## src/rtl/hpipe_pkg.sv

```systemverilog
// Shared definitions for the host pipe status block.
// Assumes one pipe per instance; bit positions are those firmware decodes.
package hpipe_pkg;

    typedef enum logic [1:0] {
        PK_SETUP = 2'b00,
        PK_OUT   = 2'b01,
        PK_IN    = 2'b10
    } pipe_kind_e;

    localparam int B_FIFOCON = 7;
    localparam int B_NAK     = 6;
    localparam int B_RWAL    = 5;
    localparam int B_PERR    = 4;
    localparam int B_SETUP   = 3;
    localparam int B_OUT     = 2;
    localparam int B_STALL   = 1;
    localparam int B_INRX    = 0;

endpackage

```

## src/rtl/hpipe_bank_store.sv

```systemverilog
// Two data banks with per-bank fill and read counters and ownership bits.
// Firmware works on the current bank, the engine on the hardware bank.
// Assumes callers qualify every strobe (room, ownership, pipe kind).
module hpipe_bank_store #(
    parameter int DEPTH = 8,
    parameter int CW    = $clog2(DEPTH + 1)
) (
    input  logic          clk,
    input  logic          rst_n,
    input  logic          is_in,
    input  logic          fw_push,
    input  logic [7:0]    fw_wdata,
    input  logic          fw_pop,
    input  logic          cur_handoff,
    input  logic          hw_push,
    input  logic [7:0]    hw_wdata,
    input  logic          hw_handoff,
    output logic          cur_busy,
    output logic          hwb_busy,
    output logic [CW-1:0] cur_cnt,
    output logic [CW-1:0] cur_rdp,
    output logic [CW-1:0] hwb_cnt,
    output logic [7:0]    cur_rdata
);

    localparam int AW = (DEPTH > 1) ? $clog2(DEPTH) : 1;
    localparam logic [CW-1:0] DEPTH_C = CW'(DEPTH);

    logic          cur_q;
    logic          hwb_q;
    logic [1:0]    busy_w;
    logic [CW-1:0] cnt_w [2];
    logic [CW-1:0] rdp_w [2];
    logic [7:0]    rd_w  [2];

    // Bank pointers: each side toggles on its own hand-over.
    always_ff @(posedge clk) begin
        if (!rst_n) begin
            cur_q <= 1'b0;
            hwb_q <= 1'b0;
        end else begin
            if (cur_handoff) cur_q <= ~cur_q;
            if (hw_handoff)  hwb_q <= ~hwb_q;
        end
    end

    for (genvar b = 0; b < 2; b++) begin : g_bank
        localparam logic BID = (b == 1);
        logic          fw_here;
        logic          hw_here;
        logic          wipe;
        logic          busy_q;
        logic [CW-1:0] cnt_q;
        logic [CW-1:0] rdp_q;
        logic [7:0]    mem_q [DEPTH];

        assign fw_here = (cur_q == BID);
        assign hw_here = (hwb_q == BID);
        // A bank is emptied when firmware frees an IN bank or the engine sends an OUT bank.
        assign wipe = (cur_handoff && fw_here && is_in) ||
                      (hw_handoff && hw_here && !is_in);

        // Ownership: set when a bank holds work for the other side.
        always_ff @(posedge clk) begin
            if (!rst_n)                      busy_q <= 1'b0;
            else if (cur_handoff && fw_here) busy_q <= !is_in;
            else if (hw_handoff && hw_here)  busy_q <= is_in;
        end

        // Fill counter of this bank.
        always_ff @(posedge clk) begin
            if (!rst_n)                                      cnt_q <= '0;
            else if (wipe)                                   cnt_q <= '0;
            else if ((fw_push && fw_here) || (hw_push && hw_here)) cnt_q <= cnt_q + 1'b1;
        end

        // Read counter of this bank.
        always_ff @(posedge clk) begin
            if (!rst_n)                  rdp_q <= '0;
            else if (wipe)               rdp_q <= '0;
            else if (fw_pop && fw_here)  rdp_q <= rdp_q + 1'b1;
        end

        // Byte storage written at the fill position.
        always_ff @(posedge clk) begin
            if (fw_push && fw_here)      mem_q[cnt_q[AW-1:0]] <= fw_wdata;
            else if (hw_push && hw_here) mem_q[cnt_q[AW-1:0]] <= hw_wdata;
        end

        assign busy_w[b] = busy_q;
        assign cnt_w[b]  = cnt_q;
        assign rdp_w[b]  = rdp_q;
        assign rd_w[b]   = (rdp_q < DEPTH_C) ? mem_q[rdp_q[AW-1:0]] : 8'h00;
    end

    assign cur_busy  = busy_w[cur_q];
    assign hwb_busy  = busy_w[hwb_q];
    assign cur_cnt   = cnt_w[cur_q];
    assign cur_rdp   = rdp_w[cur_q];
    assign hwb_cnt   = cnt_w[hwb_q];
    assign cur_rdata = rd_w[cur_q];

endmodule

```

## src/rtl/hpipe_flags.sv

```systemverilog
// Status flag register of one pipe plus the freeze state.
// Hardware sets flags, software only clears them by writing zeros.
// Assumes event inputs are already qualified by pipe kind and freeze.
module hpipe_flags
    import hpipe_pkg::*;
#(
    parameter int DEPTH = 8,
    parameter int CW    = $clog2(DEPTH + 1)
) (
    input  logic          clk,
    input  logic          rst_n,
    input  pipe_kind_e    kind,
    input  logic          iso,
    input  logic          sw_wr,
    input  logic [7:0]    sw_wdata,
    input  logic          nak_ev,
    input  logic          stall_ev,
    input  logic          crc_ev,
    input  logic          err_any,
    input  logic          unfreeze,
    input  logic          cur_busy,
    input  logic [CW-1:0] cur_cnt,
    input  logic [CW-1:0] cur_rdp,
    output logic [7:0]    status,
    output logic          frozen,
    output logic          cur_handoff
);

    localparam logic [CW-1:0] DEPTH_C = CW'(DEPTH);

    logic       fc_q, nak_q, perr_q, stp_q, out_q, stc_q, inr_q, frz_q;
    logic       is_in;
    logic       set_fc;
    logic       rwal;
    logic [7:0] clr;
    logic       unused_wbits;

    assign is_in        = (kind == PK_IN);
    assign clr          = sw_wr ? ~sw_wdata : 8'h00;
    assign unused_wbits = ^{sw_wdata[B_RWAL], sw_wdata[B_PERR]};
    // Firmware takes a bank: OUT side when it is free, IN side when it holds data.
    assign set_fc       = !fc_q && (is_in ? cur_busy : !cur_busy);
    assign cur_handoff  = sw_wr && fc_q && !sw_wdata[B_FIFOCON];

    // Access allowed: bank owned, room or data left, no stall or error.
    always_comb begin
        rwal = fc_q && !(stc_q && !iso) && !perr_q;
        if (is_in) rwal = rwal && (cur_rdp < cur_cnt);
        else       rwal = rwal && (cur_cnt < DEPTH_C);
    end

    // FIFO-control flag: hardware grant, software hand-over.
    always_ff @(posedge clk) begin
        if (!rst_n)           fc_q <= 1'b0;
        else if (cur_handoff) fc_q <= 1'b0;
        else if (set_fc)      fc_q <= 1'b1;
    end

    // Event flags: a hardware set wins over a software clear in the same cycle.
    always_ff @(posedge clk) begin
        if (!rst_n) begin
            nak_q <= 1'b0;
            stp_q <= 1'b0;
            out_q <= 1'b0;
            inr_q <= 1'b0;
            stc_q <= 1'b0;
        end else begin
            nak_q <= nak_ev | (nak_q & ~clr[B_NAK]);
            stp_q <= (set_fc && kind == PK_SETUP) | (stp_q & ~clr[B_SETUP]);
            out_q <= (set_fc && kind == PK_OUT) | (out_q & ~clr[B_OUT]);
            inr_q <= (set_fc && is_in) | (inr_q & ~clr[B_INRX]);
            stc_q <= stall_ev | crc_ev | (stc_q & ~clr[B_STALL]);
        end
    end

    // Pipe-error flag mirrors the error sources one cycle later.
    always_ff @(posedge clk) begin
        if (!rst_n) perr_q <= 1'b0;
        else        perr_q <= err_any;
    end

    // Freeze: raised by a stall, dropped by the firmware release.
    always_ff @(posedge clk) begin
        if (!rst_n) frz_q <= 1'b0;
        else        frz_q <= stall_ev | (frz_q & ~unfreeze);
    end

    assign status = {fc_q, nak_q, rwal, perr_q, stp_q, out_q, stc_q, inr_q};
    assign frozen = frz_q;

endmodule

```

## src/rtl/hpipe_irq.sv

```systemverilog
// Interrupt enable register and masking of the status flags.
// On isochronous pipes the CRC flag in bit 1 uses the setup-ready enable.
module hpipe_irq
    import hpipe_pkg::*;
(
    input  logic       clk,
    input  logic       rst_n,
    input  logic       iso,
    input  logic       ien_wr,
    input  logic [7:0] ien_wdata,
    input  logic [7:0] status,
    output logic       irq
);

    logic en_nak, en_perr, en_stp, en_out, en_stall;
    logic bit1_en;
    logic unused_bits;

    assign unused_bits = ^{ien_wdata[B_FIFOCON], ien_wdata[B_RWAL], ien_wdata[B_INRX],
                           status[B_FIFOCON], status[B_RWAL], status[B_INRX]};

    // Enable register: only interrupt-capable positions are stored.
    always_ff @(posedge clk) begin
        if (!rst_n) begin
            en_nak   <= 1'b0;
            en_perr  <= 1'b0;
            en_stp   <= 1'b0;
            en_out   <= 1'b0;
            en_stall <= 1'b0;
        end else if (ien_wr) begin
            en_nak   <= ien_wdata[B_NAK];
            en_perr  <= ien_wdata[B_PERR];
            en_stp   <= ien_wdata[B_SETUP];
            en_out   <= ien_wdata[B_OUT];
            en_stall <= ien_wdata[B_STALL];
        end
    end

    assign bit1_en = iso ? en_stp : en_stall;

    // Combine masked sources into one interrupt line.
    always_comb begin
        irq = (status[B_NAK]   && en_nak)  ||
              (status[B_PERR]  && en_perr) ||
              (status[B_SETUP] && en_stp)  ||
              (status[B_OUT]   && en_out)  ||
              (status[B_STALL] && bit1_en);
    end

endmodule

```

## src/rtl/hpipe_status.sv

```systemverilog
// Top of the host pipe status block: qualifies engine and firmware strobes,
// then ties the bank store, the flag register and the interrupt mask together.
// Assumes cfg_kind and cfg_iso change only while rst_n is low.
module hpipe_status
    import hpipe_pkg::*;
#(
    parameter int DEPTH = 8,
    parameter int ERRW  = 4
) (
    input  logic            clk,
    input  logic            rst_n,
    input  logic [1:0]      cfg_kind,
    input  logic            cfg_iso,
    input  logic            eng_wr,
    input  logic [7:0]      eng_wdata,
    input  logic            ev_in_done,
    input  logic            ev_tx_done,
    input  logic            ev_nak,
    input  logic            ev_stall,
    input  logic            ev_crc,
    input  logic [ERRW-1:0] err_src,
    input  logic            sw_wr,
    input  logic [7:0]      sw_wdata,
    output logic [7:0]      status,
    input  logic            ien_wr,
    input  logic [7:0]      ien_wdata,
    input  logic            fifo_wr,
    input  logic [7:0]      fifo_wdata,
    input  logic            fifo_rd,
    output logic [7:0]      fifo_rdata,
    input  logic            unfreeze,
    output logic            frozen,
    output logic            pipe_irq
);

    localparam int CW = $clog2(DEPTH + 1);
    localparam logic [CW-1:0] DEPTH_C = CW'(DEPTH);

    pipe_kind_e    kind;
    logic          is_in;
    logic          live;
    logic          fw_push, fw_pop, hw_push, hw_handoff, cur_handoff;
    logic          nak_ev, stall_ev, crc_ev;
    logic          cur_busy, hwb_busy;
    logic [CW-1:0] cur_cnt, cur_rdp, hwb_cnt;
    logic [7:0]    stat_w;

    assign kind  = pipe_kind_e'(cfg_kind);
    assign is_in = (kind == PK_IN);
    assign live  = !frozen;

    // Strobe qualification against direction, ownership, room and freeze.
    always_comb begin
        fw_push    = fifo_wr && !is_in && stat_w[B_RWAL];
        fw_pop     = fifo_rd && is_in && stat_w[B_RWAL];
        hw_push    = eng_wr && is_in && live && !hwb_busy && (hwb_cnt < DEPTH_C);
        hw_handoff = live && ((ev_in_done && is_in && !hwb_busy) ||
                              (ev_tx_done && !is_in && hwb_busy));
        nak_ev     = ev_nak && live;
        stall_ev   = ev_stall && !cfg_iso && live;
        crc_ev     = ev_crc && cfg_iso && live;
    end

    hpipe_bank_store #(.DEPTH(DEPTH), .CW(CW)) u_banks (
        .clk         (clk),
        .rst_n       (rst_n),
        .is_in       (is_in),
        .fw_push     (fw_push),
        .fw_wdata    (fifo_wdata),
        .fw_pop      (fw_pop),
        .cur_handoff (cur_handoff),
        .hw_push     (hw_push),
        .hw_wdata    (eng_wdata),
        .hw_handoff  (hw_handoff),
        .cur_busy    (cur_busy),
        .hwb_busy    (hwb_busy),
        .cur_cnt     (cur_cnt),
        .cur_rdp     (cur_rdp),
        .hwb_cnt     (hwb_cnt),
        .cur_rdata   (fifo_rdata)
    );

    hpipe_flags #(.DEPTH(DEPTH), .CW(CW)) u_flags (
        .clk         (clk),
        .rst_n       (rst_n),
        .kind        (kind),
        .iso         (cfg_iso),
        .sw_wr       (sw_wr),
        .sw_wdata    (sw_wdata),
        .nak_ev      (nak_ev),
        .stall_ev    (stall_ev),
        .crc_ev      (crc_ev),
        .err_any     (|err_src),
        .unfreeze    (unfreeze),
        .cur_busy    (cur_busy),
        .cur_cnt     (cur_cnt),
        .cur_rdp     (cur_rdp),
        .status      (stat_w),
        .frozen      (frozen),
        .cur_handoff (cur_handoff)
    );

    hpipe_irq u_irq (
        .clk       (clk),
        .rst_n     (rst_n),
        .iso       (cfg_iso),
        .ien_wr    (ien_wr),
        .ien_wdata (ien_wdata),
        .status    (stat_w),
        .irq       (pipe_irq)
    );

    assign status = stat_w;

endmodule

```

## config.mk

```make
export PLATFORM = sky130hd
export DESIGN_NAME = hpipe_status
export DESIGN_NICKNAME = d
export VERILOG_FILES = /design/src/rtl/hpipe_pkg.sv /design/src/rtl/hpipe_bank_store.sv /design/src/rtl/hpipe_flags.sv /design/src/rtl/hpipe_irq.sv /design/src/rtl/hpipe_status.sv
export SDC_FILE = /design/constraint.sdc
export NUM_CORES = 1
export LEC_CHECK = 0
export BUFFER_PORTS_ARGS = -buffer_cell sky130_fd_sc_hd__buf_2
export CORE_ASPECT_RATIO = 0.75
export CORE_MARGIN = 4
export CORE_UTILIZATION = 40
export CTS_CLUSTER_DIAMETER = 40
export DETAILED_ROUTE_END_ITERATION = 8
export GPL_TIMING_DRIVEN = 0
export SETUP_SLACK_MARGIN = 0.2
export SLEW_MARGIN = 10
export SYNTH_ARGS = -nofsm -noshare
export SYNTH_HDL_FRONTEND = slang
export SYNTH_HIERARCHICAL = 1
export SYNTH_SLANG_ARGS = --single-unit
export TNS_END_PERCENT = 50
```

## constraint.sdc

```tcl
create_clock -name clk -period 8.8 [get_ports clk]
set_input_delay 0.88 -clock clk [delete_from_list [all_inputs] [get_ports clk]]
set_output_delay 0.88 -clock clk [all_outputs]
set_load 0.005 [all_outputs]
```

Yosys cells after proc, flatten, opt, wreduce, memory -nomap -nowiden
Memory sizes are Yosys's and may differ from the RTL's. A register that Yosys moved wholly into a read port is not among the register bits.
Index checks and enable logic that the tools add are counted.
Operators by class
  add/sub/neg operators: 4
  multipliers: 0
  divide/modulo/power cells: 0
  $lt $le $gt $ge: 9
  eq/ne operators: 2
  shifts and indexed selects: 0
  mux-type cells: 42
  bitwise gates (word level): 27
  reduce and logical (&&, ||, !) cells: 73
Operator list (count)
  $mux 8: 7
  $logic_and 1x1->1: 48
  $mux 4: 9
  $mux 1: 21
  $add 4x1->4 const B: 4
  $lt 4x4->1 const B: 4
  $mux 3: 4
  $logic_not 1->1: 9
  $logic_or 1x1->1: 9
  $not 1->1: 9
  $or 1x1->1: 9
  $mux 7: 1
  $not 7->7: 1
  $and 1x1->1: 6
  $reduce_or 2->1: 3
  $ge 2x2->1 const B: 2
  $lt 1x2->1 const B: 2
  $lt 4x4->1: 1
  $not 1->2: 2
  $reduce_bool 2->1: 2
  $reduce_or 4->1: 1
  $eq 2x1->1 const B: 1
  $eq 2x2->1 const B: 1
  $logic_not 2->1: 1
Storage, ports and cells
  register bits: 33
  latch bits: 0
  bits in writable memories: 128
  bits in read-only memories: 0
  input bits: 52
  output and inout port bits: 18
  logic and storage cells: 180
  memories kept: 2
Memory list
  u_banks.g_bank[0].mem_q: words 8, width 8, rd ports 1, clocked after Yosys merged registers in 1, wr ports 1, line hpipe_bank_store.sv:55  | logic [7:0] mem_q [DEPTH];
  u_banks.g_bank[1].mem_q: words 8, width 8, rd ports 1, clocked after Yosys merged registers in 1, wr ports 1, line hpipe_bank_store.sv:55

Longest topological paths before layout
  depth after elaboration: 12
  depth in mapped cells: 15
  gate-level depth less buffers: 12

Hierarchy
The synthesis kept the hierarchy.
By module, submodules not included
  hpipe_bank_store: times used 1, cells each 390, area an instance 6429.9 um^2, sequential area each 4364.2 um^2
  hpipe_flags: times used 1, cells each 54, area an instance 474.2 um^2, sequential area each 160.2 um^2
  hpipe_irq: times used 1, cells each 21, area an instance 229.0 um^2, sequential area each 100.1 um^2
  hpipe_status: times used 1, cells each 14, area an instance 88.8 um^2, sequential area each 0.0 um^2

Worst setup path before layout
Ideal clock, no wire load.
  kind: flip-flop to flip-flop
  start: reg u_banks.cur_q
  end: mem u_banks.g_bank[0].mem_q[0][0] (enable)
  library setup time: 0.383 ns
  arrival time: 3.579 ns
  data required time: 8.417 ns
  setup slack: 4.837 ns
  cell stages (with the launch flop): 15
  buffers on the path: 3
  period minus slack after synthesis: 3.963 ns
  path through: dfxtp_1 > buf_6 > buf_2 > mux2_2 > ha_1 > or3b_1 > o2111ai_1 > a31oi_1 > nor4b_2 > buf_4 > and3_1 > nor2b_2 > nor2_1 > or2_1 > nor3_1
Between the ends
  cells in the longest elaborated chain, start to end: 12
  elaborated cells on any way between the ends: 20
  classes of those cells: order compare: 2; mux: 11; bitwise: 3; reduce/logical: 4
Ends and longest elaborated chain
  start, declared: line hpipe_bank_store.sv:29  | logic cur_q;
  start signal, assigned: line hpipe_bank_store.sv:42  | if (cur_handoff) cur_q <= ~cur_q;
  $not 1->2 (implied by the code) (*): line hpipe_bank_store.sv:99  | assign cur_rdp = rdp_w[cur_q];
  $mux 4 (implied by the code) (*) (3 in a row): line hpipe_bank_store.sv:99
  via cur_rdp[1]: line hpipe_status.sv:45  | logic [CW-1:0] cur_cnt, cur_rdp, hwb_cnt;
  $lt 4x4->1 (*): line hpipe_flags.sv:48  | if (is_in) rwal = rwal && (cur_rdp < cur_cnt);
  $logic_and 1x1->1 (*): line hpipe_flags.sv:48
  $mux 1 (*): line hpipe_flags.sv:48
  via u_flags.rwal: line hpipe_flags.sv:34  | logic rwal;
  $logic_and 1x1->1 (*): line hpipe_status.sv:54  | fw_push = fifo_wr && !is_in && stat_w[B_RWAL];
  via fw_push: line hpipe_status.sv:42  | logic fw_push, fw_pop, hw_push, hw_handoff, cur_handoff;
  $logic_and 1x1->1 (*): line hpipe_bank_store.sv:86  | if (fw_push && fw_here) mem_q[cnt_q[AW-1:0]] <= fw_wdata;
  $mux 1: line hpipe_bank_store.sv:86
  $mux 1, on equally long branches: line hpipe_bank_store.sv:86, hpipe_bank_store.sv:87
  $or 1x1->1 (no line) (*)
  end, declared: line hpipe_bank_store.sv:55
The timed path passes the listed nets; every way through them passes the cells marked *. The select of a mux whose other input is x is not followed.

Worst setup path after layout
  start: reg u_banks.cur_q
  end: mem u_banks.g_bank[0].mem_q[2][3] (enable)
The elaborated chain is that of the path after synthesis.

==> out/qor.json <==
{
  "final_layout": {
    "num_antenna_cells": 0,
    "stdcell_count": 814,
    "proportion_of_layout_cells_with_a_drive_suffix_above_1_pct": 31.8,
    "finish.instance_area_um2": 8400,
    "fillCellCount": 1566,
    "multi_input_area_um2": 2370,
    "syn2layout_area_growth_pct": 16.9,
    "regArea_um2": 4620,
    "final_net_count": 618
  },
  "route": {
    "vias_per_cell": 5.21,
    "detail-route-antenna-nets": 0,
    "detail_route.iter0.violations": 343,
    "dr_total_vias": 4238,
    "wirelength_routed_um": 15400,
    "drt-pass1-iter-count": 6,
    "remaining_drc_errors": 0,
    "routedWlPerCell_um": 18.9
  },
  "clocking": {
    "tritoncts": "yes",
    "clk_pin_slew_ps": 60,
    "postcts_setup_bufs": 0,
    "cts_hold_buffers": 0,
    "cts_buffer_depth": 2,
    "clk_root_buffer_cell": "sky130_fd_sc_hd__clkbuf_16",
    "cts_sinks": 167,
    "htree_levels": 4,
    "postCtsResizedCells": 0,
    "cts-buffers-inserted": 17,
    "clk_latency_ps": 420
  },
  "sta": {
    "hold_viol": 0,
    "worst-slew-pin-transition_ps": 996,
    "grt_setup_unrepaired": "false",
    "slew_violations": 0,
    "timing.final.setup_violations": 0,
    "maxSlewHeadroom_pct": 33.3,
    "max_clock_freq_mhz": 220,
    "tns_ps": 0,
    "post-route-period-util_pct": 51.8,
    "fin_worst_hold_slack_ps": 495,
    "period_minus_slack_ps": 4560,
    "worst_clock_skew_ps": 8.12
  },
  "worst_setup_path": {
    "cp.required_ps": 8840,
    "r2r_end": "u_banks/g_bank[0].mem_q[2][3]",
    "timing.critical_path.from_type": "flop",
    "rr_startpoint": "u_banks/cur_q",
    "reg2reg_setup_slack_ps": 4240,
    "path_common_cell": "sky130_fd_sc_hd__nor2_1",
    "worst_setup_path_end_kind": "flop",
    "cp_slowest_cell": "sky130_fd_sc_hd__nor2_1",
    "critPathBufInv": 3,
    "critPathArrivalTime_ps": 4600,
    "worst_path_largest_cell_delay_ps": 770,
    "ff2ff_path_depth": 14,
    "cells_along_the_critical_path": "buf_6 > buf_2 > mux2_2 > ha_1 > or3b_1 > o2111ai_1 > a31oi_1 > nor4b_2 > buf_4 > and3_1 > nor2b_2 > nor2_1 > or2_1 > nor2_1",
    "critPathKind": "flop to flop",
    "cpLargestDelayFamily": "simple AND/OR/NAND/NOR gates",
    "cp_max_fo": 10
  },
  "floorplan": {
    "io-pin-count": 70,
    "fp-row-count": 42,
    "die_height_um": 124,
    "die_area_um2": 20200,
    "starting_utilization_of_the_core_area_pct": 40.7,
    "fp.dieW_um": 163,
    "placeableCoreArea_um2": 17700
  },
  "synthesis": {
    "synth.net_count": 535,
    "post_synth_instance_area_um2": 7190,
    "ys.warnings.count": 6,
    "synthCells": 476,
    "synth.avg_cell_area_um2": 15.1
  },
  "worst_hold_path": {
    "destination_of_the_worst_hold_path": "u_flags/inr_q",
    "hold_path.class": "flop to flop",
    "cells_on_worst_hold_path": 2,
    "hold_path.startpoint": "u_flags/inr_q"
  },
  "global_route": {
    "grt_max_degree": 19,
    "grt_antenna_before_repair": 0,
    "grt_first_pass_wirelength_um": 23800,
    "track_usage_pct": 16.1,
    "first_global_vias": 4256,
    "global_route.overflow_total": 0
  },
  "placed_design": {
    "dp_hpwl_um": 10900,
    "numPortBuffers": 63,
    "place_inst": 782,
    "routabilityCongestion": 0.762,
    "detailed_place.area_um2": 7830
  },
  "outcome": {
    "status": "finished clean"
  },
  "power_and_ir_drop": {
    "max-vdd-ir-drop_v": 0.000111,
    "power_density_nw_per_um2": 197,
    "p_leak_nw": 2.91
  },
  "job": {
    "maxCapViolations": 0
  }
}
==> per-layer routing <==
metal  vias up  track usage, %  share of wire [%]
li1       1980               -                  -
met1      2096            22.6                 47
met2       142            24.0                 44
met3        20            4.83                7.1
met4         0            5.50                1.8
met5         -               0                  0
==> cells in the final DEF, fill, tap and decap left out, drive strengths merged, types with 19 or more instances in the layout <==
cell	instances
o21ai	19
edfxtp	128
mux2i	34
mux2	27
dfxtp	39
nand2	26
mux4	24
nor2	29
buf	88
clkbuf	20
==> where the power goes <==
part | switching (W) | internal, W
sequential | 0.00000570 | 0.000858
clock | 0.000314 | 0.000396
combinational | 0.0000470 | 0.0000386
==> area by class of cell <==
| class | instances | share of cell area (%) |
|---|---|---|
| plain buffers | 27 | 2.19 |
| clock buffers | 17 | 5.06 |
| clock inverters | 15 | 1.68 |
| inverters | 8 | 0.357 |
| multi-input cells | 274 | 28.2 |
| flip-flops and latches | 167 | 55.0 |
| well taps | 242 | 3.60 |
| repair buffers | 64 | 3.84 |
==> registers in the layout, indices dropped and copies added, names as in the netlist, 2 cells and up, named ones only <==
signal                 count
u_banks/g_bank.mem_q     128
u_banks/g_bank.rdp_q       8
u_banks/g_bank.cnt_q       8
u_banks/g_bank.busy_q      2
==> worst max-delay path by stage <==
stage                              from                             to  slack (ps)  depth (start not counted)
after floorplan           u_banks/cur_q  u_banks/g_bank[0].mem_q[0][0]        4840                         14
after CTS                 u_banks/cur_q  u_banks/g_bank[0].mem_q[2][3]        4240                         14
after detailed placement  u_banks/cur_q  u_banks/g_bank[0].mem_q[2][4]        4290                         14
after global placement    u_banks/cur_q  u_banks/g_bank[0].mem_q[0][4]        3900                         14
final                     u_banks/cur_q  u_banks/g_bank[0].mem_q[2][3]        4240                         14
after global routing      u_banks/cur_q  u_banks/g_bank[0].mem_q[2][3]        4010                         14
==> stage by stage <==
step / worst slack, ps / util [%] / total power [W]
finish: 4240 / 47.6 / 0.00166
global route: 4010 / 47.6 / 0.00172
CTS: 4240 / 47.6 / 0.00168
detailed placement: 4290 / 44.4 / 0.000968
global placement: 3900 / 44.2 / 0.000964
floorplan: 4840 / - / 0.000930
==> worst reg2reg max path, delay by kind of cell (launching register included) <==
kind                     cells  cell delay [ps]
AO/OA/AOI/OAI                2              220
AND/OR/NAND/NOR              7             2310
flip-flops                   1              500
buffers and inverters        3              610
adder cells (fa/ha/maj)      1              190
multiplexers                 1              360
No activity file was read; power rests on OpenSTA's default activity.
